<file path="config.mk">
export PLATFORM = sky130hd
export DESIGN_NAME = lsclk_reset_ctrl
export DESIGN_NICKNAME = d
export VERILOG_FILES = /design/src/rtl/rst_pkg.sv /design/src/rtl/rst_divider.sv /design/src/rtl/rst_glitch_filter.sv /design/src/rtl/rst_key_qual.sv /design/src/rtl/rst_latch.sv /design/src/rtl/lsclk_reset_ctrl.sv
export SDC_FILE = /design/constraint.sdc
export NUM_CORES = 1
export LEC_CHECK = 0
export BUFFER_PORTS_ARGS = -buffer_cell sky130_fd_sc_hd__buf_2
export CORE_UTILIZATION = 50
export DETAILED_ROUTE_END_ITERATION = 12
export MAX_ROUTING_LAYER = met4
export PLACE_DENSITY = 0.83
export SYNTH_ARGS = -nofsm -noshare
export SYNTH_HDL_FRONTEND = slang
export SYNTH_SLANG_ARGS = --single-unit
</file>
<file path="constraint.sdc">
create_clock -name clk -period 1.5 [get_ports clk]
set_clock_uncertainty 0.05 [all_clocks]
set_input_delay 0.3 -clock clk [delete_from_list [all_inputs] [get_ports clk]]
set_output_delay 0.3 -clock clk [all_outputs]
set_load 0.02 [all_outputs]
</file>
<file path="src/rtl/rst_pkg.sv">
package rst_pkg;

    localparam int KEY_W = 4;

    // qualified reset requests that feed the latch
    typedef struct packed {
        logic pin;
        logic key;
    } rst_req_t;

    function automatic logic chord_full(input logic [KEY_W-1:0] keys);
        return &keys;
    endfunction

    function automatic logic any_req(input rst_req_t r);
        return r.pin | r.key;
    endfunction

endpackage

</file>
<file path="src/rtl/rst_divider.sv">
module rst_divider #(
    parameter int TAP_1K  = 4,
    parameter int TAP_16  = 10,
    parameter int TAP_1HZ = 14
) (
    input  logic clk,
    input  logic por,
    input  logic hold_i,
    output logic tap_1k_o,
    output logic tap_16_o,
    output logic tap_slow_o,
    output logic tick_o
);
    localparam int CNT_W = TAP_1HZ + 1;
    localparam int LO_W  = TAP_16 + 1;
    localparam int HI_W  = CNT_W - LO_W;

    logic [LO_W-1:0]  lo_q;
    logic [HI_W-1:0]  hi_q;
    logic [CNT_W-1:0] full;
    logic             slow_d;

    assign full = {hi_q, lo_q};

    // low part runs freely so the release tap keeps toggling
    always_ff @(posedge clk) begin
        if (por) begin
            lo_q <= '0;
        end else begin
            lo_q <= lo_q + 1'b1;
        end
    end

    // high part is held at zero while reset is asserted
    always_ff @(posedge clk) begin
        if (por || hold_i) begin
            hi_q <= '0;
        end else if (&lo_q) begin
            hi_q <= hi_q + 1'b1;
        end
    end

    always_ff @(posedge clk) begin
        if (por) begin
            slow_d <= 1'b0;
        end else begin
            slow_d <= full[TAP_1HZ];
        end
    end

    assign tap_1k_o   = full[TAP_1K];
    assign tap_16_o   = full[TAP_16];
    assign tap_slow_o = full[TAP_1HZ];
    assign tick_o     = full[TAP_1HZ] & ~slow_d;


    slow_frozen_chk: assert property (@(posedge clk) disable iff (por)
        $past(hold_i) |-> !tap_slow_o);

endmodule

</file>
<file path="src/rtl/rst_glitch_filter.sv">
module rst_glitch_filter #(
    parameter int FLT_N = 3
) (
    input  logic clk,
    input  logic por,
    input  logic smp_i,
    input  logic req_i,
    output logic flt_o
);
    localparam int CW = $clog2(FLT_N + 1);

    logic [CW-1:0] run_q;

    always_ff @(posedge clk) begin
        if (por) begin
            run_q <= '0;
            flt_o <= 1'b0;
        end else if (smp_i) begin
            if (req_i) begin
                if (run_q != CW'(FLT_N)) begin
                    run_q <= run_q + 1'b1;
                end
                flt_o <= (run_q >= CW'(FLT_N - 1));
            end else begin
                run_q <= '0;
                flt_o <= 1'b0;
            end
        end
    end


    rise_needs_sample_chk: assert property (@(posedge clk) disable iff (por)
        $rose(flt_o) |-> $past(req_i) && $past(smp_i));


    low_sample_drops_chk: assert property (@(posedge clk) disable iff (por)
        (smp_i && !req_i) |=> !flt_o);

endmodule

</file>
<file path="src/rtl/rst_key_qual.sv">
module rst_key_qual #(
    parameter int KEY_TICKS = 2
) (
    input  logic clk,
    input  logic por,
    input  logic key_i,
    input  logic tick_i,
    output logic set_o
);
    localparam int KW = $clog2(KEY_TICKS + 1);

    logic [KW-1:0] ticks_q;

    always_ff @(posedge clk) begin
        if (por || !key_i) begin
            ticks_q <= '0;
        end else if (tick_i && ticks_q != KW'(KEY_TICKS)) begin
            ticks_q <= ticks_q + 1'b1;
        end
    end

    assign set_o = (ticks_q == KW'(KEY_TICKS));


    set_after_tick_chk: assert property (@(posedge clk) disable iff (por)
        $rose(set_o) |-> $past(key_i) && $past(tick_i));


    drop_restarts_chk: assert property (@(posedge clk) disable iff (por)
        !key_i |=> !set_o);

endmodule

</file>
<file path="src/rtl/rst_latch.sv">
module rst_latch (
    input  logic clk,
    input  logic por,
    input  logic set_i,
    input  logic tap_i,
    output logic rst_o
);
    always_ff @(posedge clk) begin
        if (por) begin
            rst_o <= 1'b1;
        end else if (set_i) begin
            rst_o <= 1'b1;
        end else if (tap_i) begin
            rst_o <= 1'b0;
        end
    end


    release_gate_chk: assert property (@(posedge clk) disable iff (por)
        $fell(rst_o) |-> $past(tap_i) && !$past(set_i));


    set_holds_chk: assert property (@(posedge clk) disable iff (por)
        set_i |=> rst_o);

endmodule

</file>
<file path="src/rtl/lsclk_reset_ctrl.sv">
module lsclk_reset_ctrl
    import rst_pkg::*;
#(
    parameter int FLT_N     = 3,
    parameter int KEY_TICKS = 2,
    parameter bit KEY_EN    = 1'b1,
    parameter int TAP_1K    = 4,
    parameter int TAP_16    = 10,
    parameter int TAP_1HZ   = 14
) (
    input  logic             clk,
    input  logic             por,
    input  logic             smp_tick,
    input  logic             rst_pin,
    input  logic [KEY_W-1:0] key_pins,
    output logic             sys_rst,
    output logic             tap_1k,
    output logic             tap_16hz,
    output logic             tap_1hz
);
    rst_req_t req;
    logic     slow_tick;
    logic     rst_q;

    rst_divider #(
        .TAP_1K (TAP_1K),
        .TAP_16 (TAP_16),
        .TAP_1HZ(TAP_1HZ)
    ) u_div (
        .clk       (clk),
        .por       (por),
        .hold_i    (rst_q),
        .tap_1k_o  (tap_1k),
        .tap_16_o  (tap_16hz),
        .tap_slow_o(tap_1hz),
        .tick_o    (slow_tick)
    );

    rst_glitch_filter #(.FLT_N(FLT_N)) u_pin_flt (
        .clk  (clk),
        .por  (por),
        .smp_i(smp_tick),
        .req_i(rst_pin),
        .flt_o(req.pin)
    );

    generate
        if (KEY_EN) begin : g_chord
            logic chord_f;

            rst_glitch_filter #(.FLT_N(FLT_N)) u_key_flt (
                .clk  (clk),
                .por  (por),
                .smp_i(smp_tick),
                .req_i(chord_full(key_pins)),
                .flt_o(chord_f)
            );

            rst_key_qual #(.KEY_TICKS(KEY_TICKS)) u_qual (
                .clk   (clk),
                .por   (por),
                .key_i (chord_f),
                .tick_i(slow_tick),
                .set_o (req.key)
            );
        end else begin : g_no_chord
            assign req.key = 1'b0;
        end
    endgenerate

    rst_latch u_latch (
        .clk  (clk),
        .por  (por),
        .set_i(any_req(req)),
        .tap_i(tap_16hz),
        .rst_o(rst_q)
    );

    assign sys_rst = rst_q;


    por_sets_chk: assert property (@(posedge clk)
        por |=> sys_rst);

endmodule

</file>
# Word-level counts from Yosys, hierarchy flattened

Cells that the tools add are included.

Word-level logic and storage cells: 40
Output and inout bits: 4
Register bits: 25
Input bits: 8

Multiplexer cells: 6
Bitwise logic cells: 3
$add $sub $neg: 5
$lt $le $gt $ge: 2
Equality and inequality tests: 6
Reduce and logical (&&, ||, !) cells: 9

Operator list:

| cell                  | number |
|---|---|
| $add 11x1->11 const B | 1 |
| $reduce_and 11->1     | 1 |
| $mux 2                | 4 |
| $ne 2x2->1 const B    | 4 |
| $add 2x1->2 const B   | 3 |
| $add 4x1->4 const B   | 1 |
| $ge 2x2->1 const B    | 2 |
| $reduce_and 2->1      | 2 |
| $reduce_and 4->1      | 1 |
| $eq 2x2->1 const B    | 1 |
| $logic_or 1x1->1      | 2 |
| $mux 1                | 2 |
| $ne 2x1->1 const B    | 1 |
| $reduce_or 2->1       | 1 |
| $and 1x1->1           | 1 |
| $logic_and 1x1->1     | 1 |
| $logic_not 1->1       | 1 |
| $not 1->1             | 1 |
| $or 1x1->1            | 1 |

# Depth between registers and ports, before layout

Depth in word-level cells: 3
Mapped depth: 5

# By module

A second synthesis with hierarchy kept.

Cell total of the unflattened synthesis: 121
Area, all modules: 1,164.9 µm²

Modules (own cells, without submodules):

| module            | instances | cells an instance | area an instance (µm²) |
|---|---|---|---|
| rst_divider       | 1         | 75                | 691.9 |
| rst_glitch_filter | 2         | 15                | 158.9 |
| rst_key_qual      | 1         | 10                | 107.6 |
| rst_latch         | 1         | 4                 | 32.5 |
| lsclk_reset_ctrl  | 1         | 2                 | 15.0 |

# Worst setup path before layout

No wires, ideal clock.

Path type: register to register
From: reg u_div.lo_q[0]
To: reg u_div.lo_q[10]
Path slack: -42 ps
Arrival: 1,422 ps
Path buffers: 1
Cell stages (with the launch flop): 6
Data required time: 1,380 ps
Library setup time: 70 ps
Period minus slack after synthesis: 1,542 ps
Cell sequence: dfxtp_1 ha_1 nand4_1 buf_2 or4_1 a21oi_1

Word-level cells in the longest chain between the ends: 1

Ends and longest elaborated chain:

| element                | line              | source |
|---|---|---|
| start, declared        | rst_divider.sv:18 | `logic [LO_W-1:0] lo_q;` |
| start signal, assigned | rst_divider.sv:30 | `lo_q <= lo_q + 1'b1;` |
| $add 11x1->11          | rst_divider.sv:30 |  |

Every way passes these cells.
A chain may end at the register's enable or synchronous reset.

# Worst setup path after layout

From: reg u_div.lo_q[0]
To: reg u_div.hi_q[0]

Word-level cells in the longest chain between the ends: 1

Ends and longest elaborated chain:

| element              | line              | source |
|---|---|---|
| $reduce_and 11->1    | rst_divider.sv:38 | `end else if (&lo_q) begin` |
| end signal, assigned | rst_divider.sv:39 | `hi_q <= hi_q + 1'b1;` |
| end, declared        | rst_divider.sv:19 | `logic [HI_W-1:0] hi_q;` |

Every way passes these cells.

==> flow_metrics.env <==
export IMPL_status="finished with violations"
export IMPL_violations="negative setup slack"
export IMPL_fin_crit_ns=1.52
export IMPL_grt_pass1_vias=942
export IMPL_fmax_ghz=0.659
export IMPL_cts_max_path_buffers=2
export IMPL_min_path_type="input pin to flip-flop"
export IMPL_n_antenna_cell=0
export IMPL_wl_per_cell_um=13.9
export IMPL_cp_arrival_ns=1.74
export IMPL_clk_latency_ns=0.33
export IMPL_finalHoldViolCount=0
export IMPL_finalWirelength_um=2500
export IMPL_area_growth_pct=19.8
export IMPL_start_kind="flip-flop"
export IMPL_power_density_nw_per_um2=770
export IMPL_post_drt_via_cell_ratio=5.77
export IMPL_drc=0
export IMPL_critPathCaptureType="flip-flop"
export IMPL_total_power_uw=1060
export IMPL_worst_slack_ns=-0.0179
export IMPL_grt_setup_unrepaired="yes"
export IMPL_required_ns=1.72
export IMPL_firstDrtPassIters=4
export IMPL_cts_tree="built"
export IMPL_die_w_um=50.1
export IMPL_dpl_hpwl_um=1670
export IMPL_drtAntennaViolNets=0
export IMPL_finalNetCount=166
export IMPL_grt_pass1_wl_um=3900
export IMPL_vias=1032
export IMPL_syn_nets=141
export IMPL_htreeDepth=1
export IMPL_clk_pin_slew_ns=0.14
export IMPL_crit_type="flip-flop to flip-flop"
export IMPL_grt_ovfl_total=0
export IMPL_cts_sink_count=25
export IMPL_p_leak_uw=0.000517
export IMPL_routabilityCongestion=0.809
export IMPL_track_usage=0.213
export IMPL_initial_core_util=0.527
export IMPL_synth_distinct_cells=37
export IMPL_fin_util=0.632
export IMPL_finalCritPeriodShare=1.01
export IMPL_ios=12
export IMPL_root_buffer="clkbuf_4"
export IMPL_die_y_um=50.1
export IMPL_place_ws_ns=0.0111
export IMPL_cap_viol_max_count=0
export IMPL_avgSynthCellArea_um2=9.09
export IMPL_yosysSeqAreaShare=0.433
export IMPL_vdd_drop_max_uv=554
export IMPL_whs_ns=0.216
export IMPL_relSlewSlack=0.738
export IMPL_grt_max_degree=24
export IMPL_port_buffers=11
export IMPL_critPathMaxFanout=5
export IMPL_max_slew_worst_pin_slew_ns=0.393
export IMPL_core_region_area_um2=2190
export IMPL_yosysWarnings=0
export IMPL_cts_buffers=3
export IMPL_drt_iter0_drc=13
export IMPL_drive_gt1_frac=0.272
export IMPL_dieArea_um2=2510
export IMPL_slew_viol_final=0
export IMPL_ys_ff_latch=25
export IMPL_antenna_found_initial=0
export IMPL_finalSetupViolCount=1
export IMPL_num_fill_cells=193
export IMPL_netlist_area_um2=1150
export IMPL_syn_inst=127
export IMPL_rows=17
==> state kept, by name, summed over array words and instances (netlist names) <==
register                 flops
u_div.lo_q                  11
u_div.hi_q                   4
g_chord.u_key_flt.run_q      2
g_chord.u_qual.ticks_q       2
u_pin_flt.run_q              2
g_chord.u_key_flt.flt_o      1
u_div.slow_d                 1
u_latch.rst_o                1
u_pin_flt.flt_o              1
==> power by group <==
part | internal [µW] | total (µW) | switching, µW | leakage [µW]
logic | 36.7 | 71.0 | 34.3 | 0.000295
registers | 675 | 684 | 9.34 | 0.000204
clock network | 100 | 310 | 209 | 0.0000177
total | 812 | 1060 | 253 | 0.000517
==> Yosys cell counts (all sizes together) <==
cell type	instances	area, µm²
and4	2	18.8
or4	4	30.0
ha	6	75.1
xnor2	2	17.5
o211ai	1	7.51
and3	2	12.5
clkbuf	3	21.3
a311oi	1	8.76
mux2i	1	10.0
buf	1	5.00
nand2b	3	18.8
dfxtp	25	500
a211oi	1	7.51
nor2b	4	25.0
nor2	9	33.8
nand4b	1	8.76
nand4	4	25.0
a31oi	2	12.5
o31ai	5	37.5
nor4bb	1	10.0
nor4	2	12.5
nor3	1	5.00
nor3b	1	7.51
or3	3	18.8
inv	7	26.3
o21ai	4	20.0
xor2	2	17.5
nand3	8	45.0
a21oi	10	50.1
a21boi	3	22.5
mux2	1	11.3
nand2	6	22.5
a21bo	1	10.0
==> cells in the final DEF (no fill, tap or decap), types with 5 or more instances in the layout <==
cell type and instances:
a21oi_1 10, buf_2 12, buf_4 11, dfxtp_1 21, ha_1 5, inv_1 7, nand2_1 5, nand3_1 7
nor2_1 9, o31ai_1 5
==> metal layers <==
layer	vias to the layer above	track usage	wire length [µm]
met5	-	-	0
met3	5	0.0494	91
met2	22	0.360	1300
li1	510	-	-
met1	495	0.228	1060
met4	0	0.114	50
==> cell type report <==
class                   count  area (µm²)  area share
inverters                   7        26.3      0.0190
multi-input cells          91         636       0.459
flip-flops and latches     25         505       0.365
repair buffers             24         154       0.111
clock inverters             1        5.00     0.00362
clock buffers               3        22.5      0.0163
well taps                  28        35.0      0.0253
==> repair_timing <==
| action | in CTS | in global routing |
|---|---|---|
| pin swaps | 2 | 4 |
| setup buffers | 2 | 1 |
| endpoints found under the setup margin | 1 | 6 |
| gates cloned | 1 | 0 |
| hold buffers | 0 | 0 |
| gates resized for setup | 1 | 7 |
==> worst max-delay path, cell delays in order (launching register included) <==
cell and delay, ns:
dfxtp_2 0.38, ha_4 0.13, nand4_1 0.11, buf_6 0.16
or4_4 0.48, a21boi_2 0.14
==> path summary, 6_finish.rpt <==
kind	startpoint	to	slack, ns	depth (start not counted)
max	u_div.lo_q[0]	u_div.hi_q[0]	-0.02	5
min	rst_pin	u_pin_flt.flt_o	0.22	3
max reg2reg	u_div.lo_q[0]	u_div.hi_q[0]	-0.02	5
min reg2reg	g_chord.u_key_flt.flt_o	g_chord.u_key_flt.flt_o	0.44	2
==> cells by family after synthesis <==
logic type / synth area share
multiplexers: 0.0184
XOR/XNOR: 0.0303
adder cells (fa/ha/maj): 0.0650
flip-flops: 0.433
AO/OA/AOI/OAI: 0.153
AND/OR/NAND/NOR: 0.255
buffers and inverters: 0.0455
==> metrics by stage <==
step / TNS [ns] / std cells / cell area (µm²)
detailed placement: 0 / 171 / 1300
floorplan: 0 / 127 / 1170
finish: -0.0179 / 179 / 1380
global placement: 0 / 171 / 1300
CTS: 0 / 178 / 1350
global route: -0.0823 / 179 / 1380
Note: power is estimated with default switching activity, not from simulation.
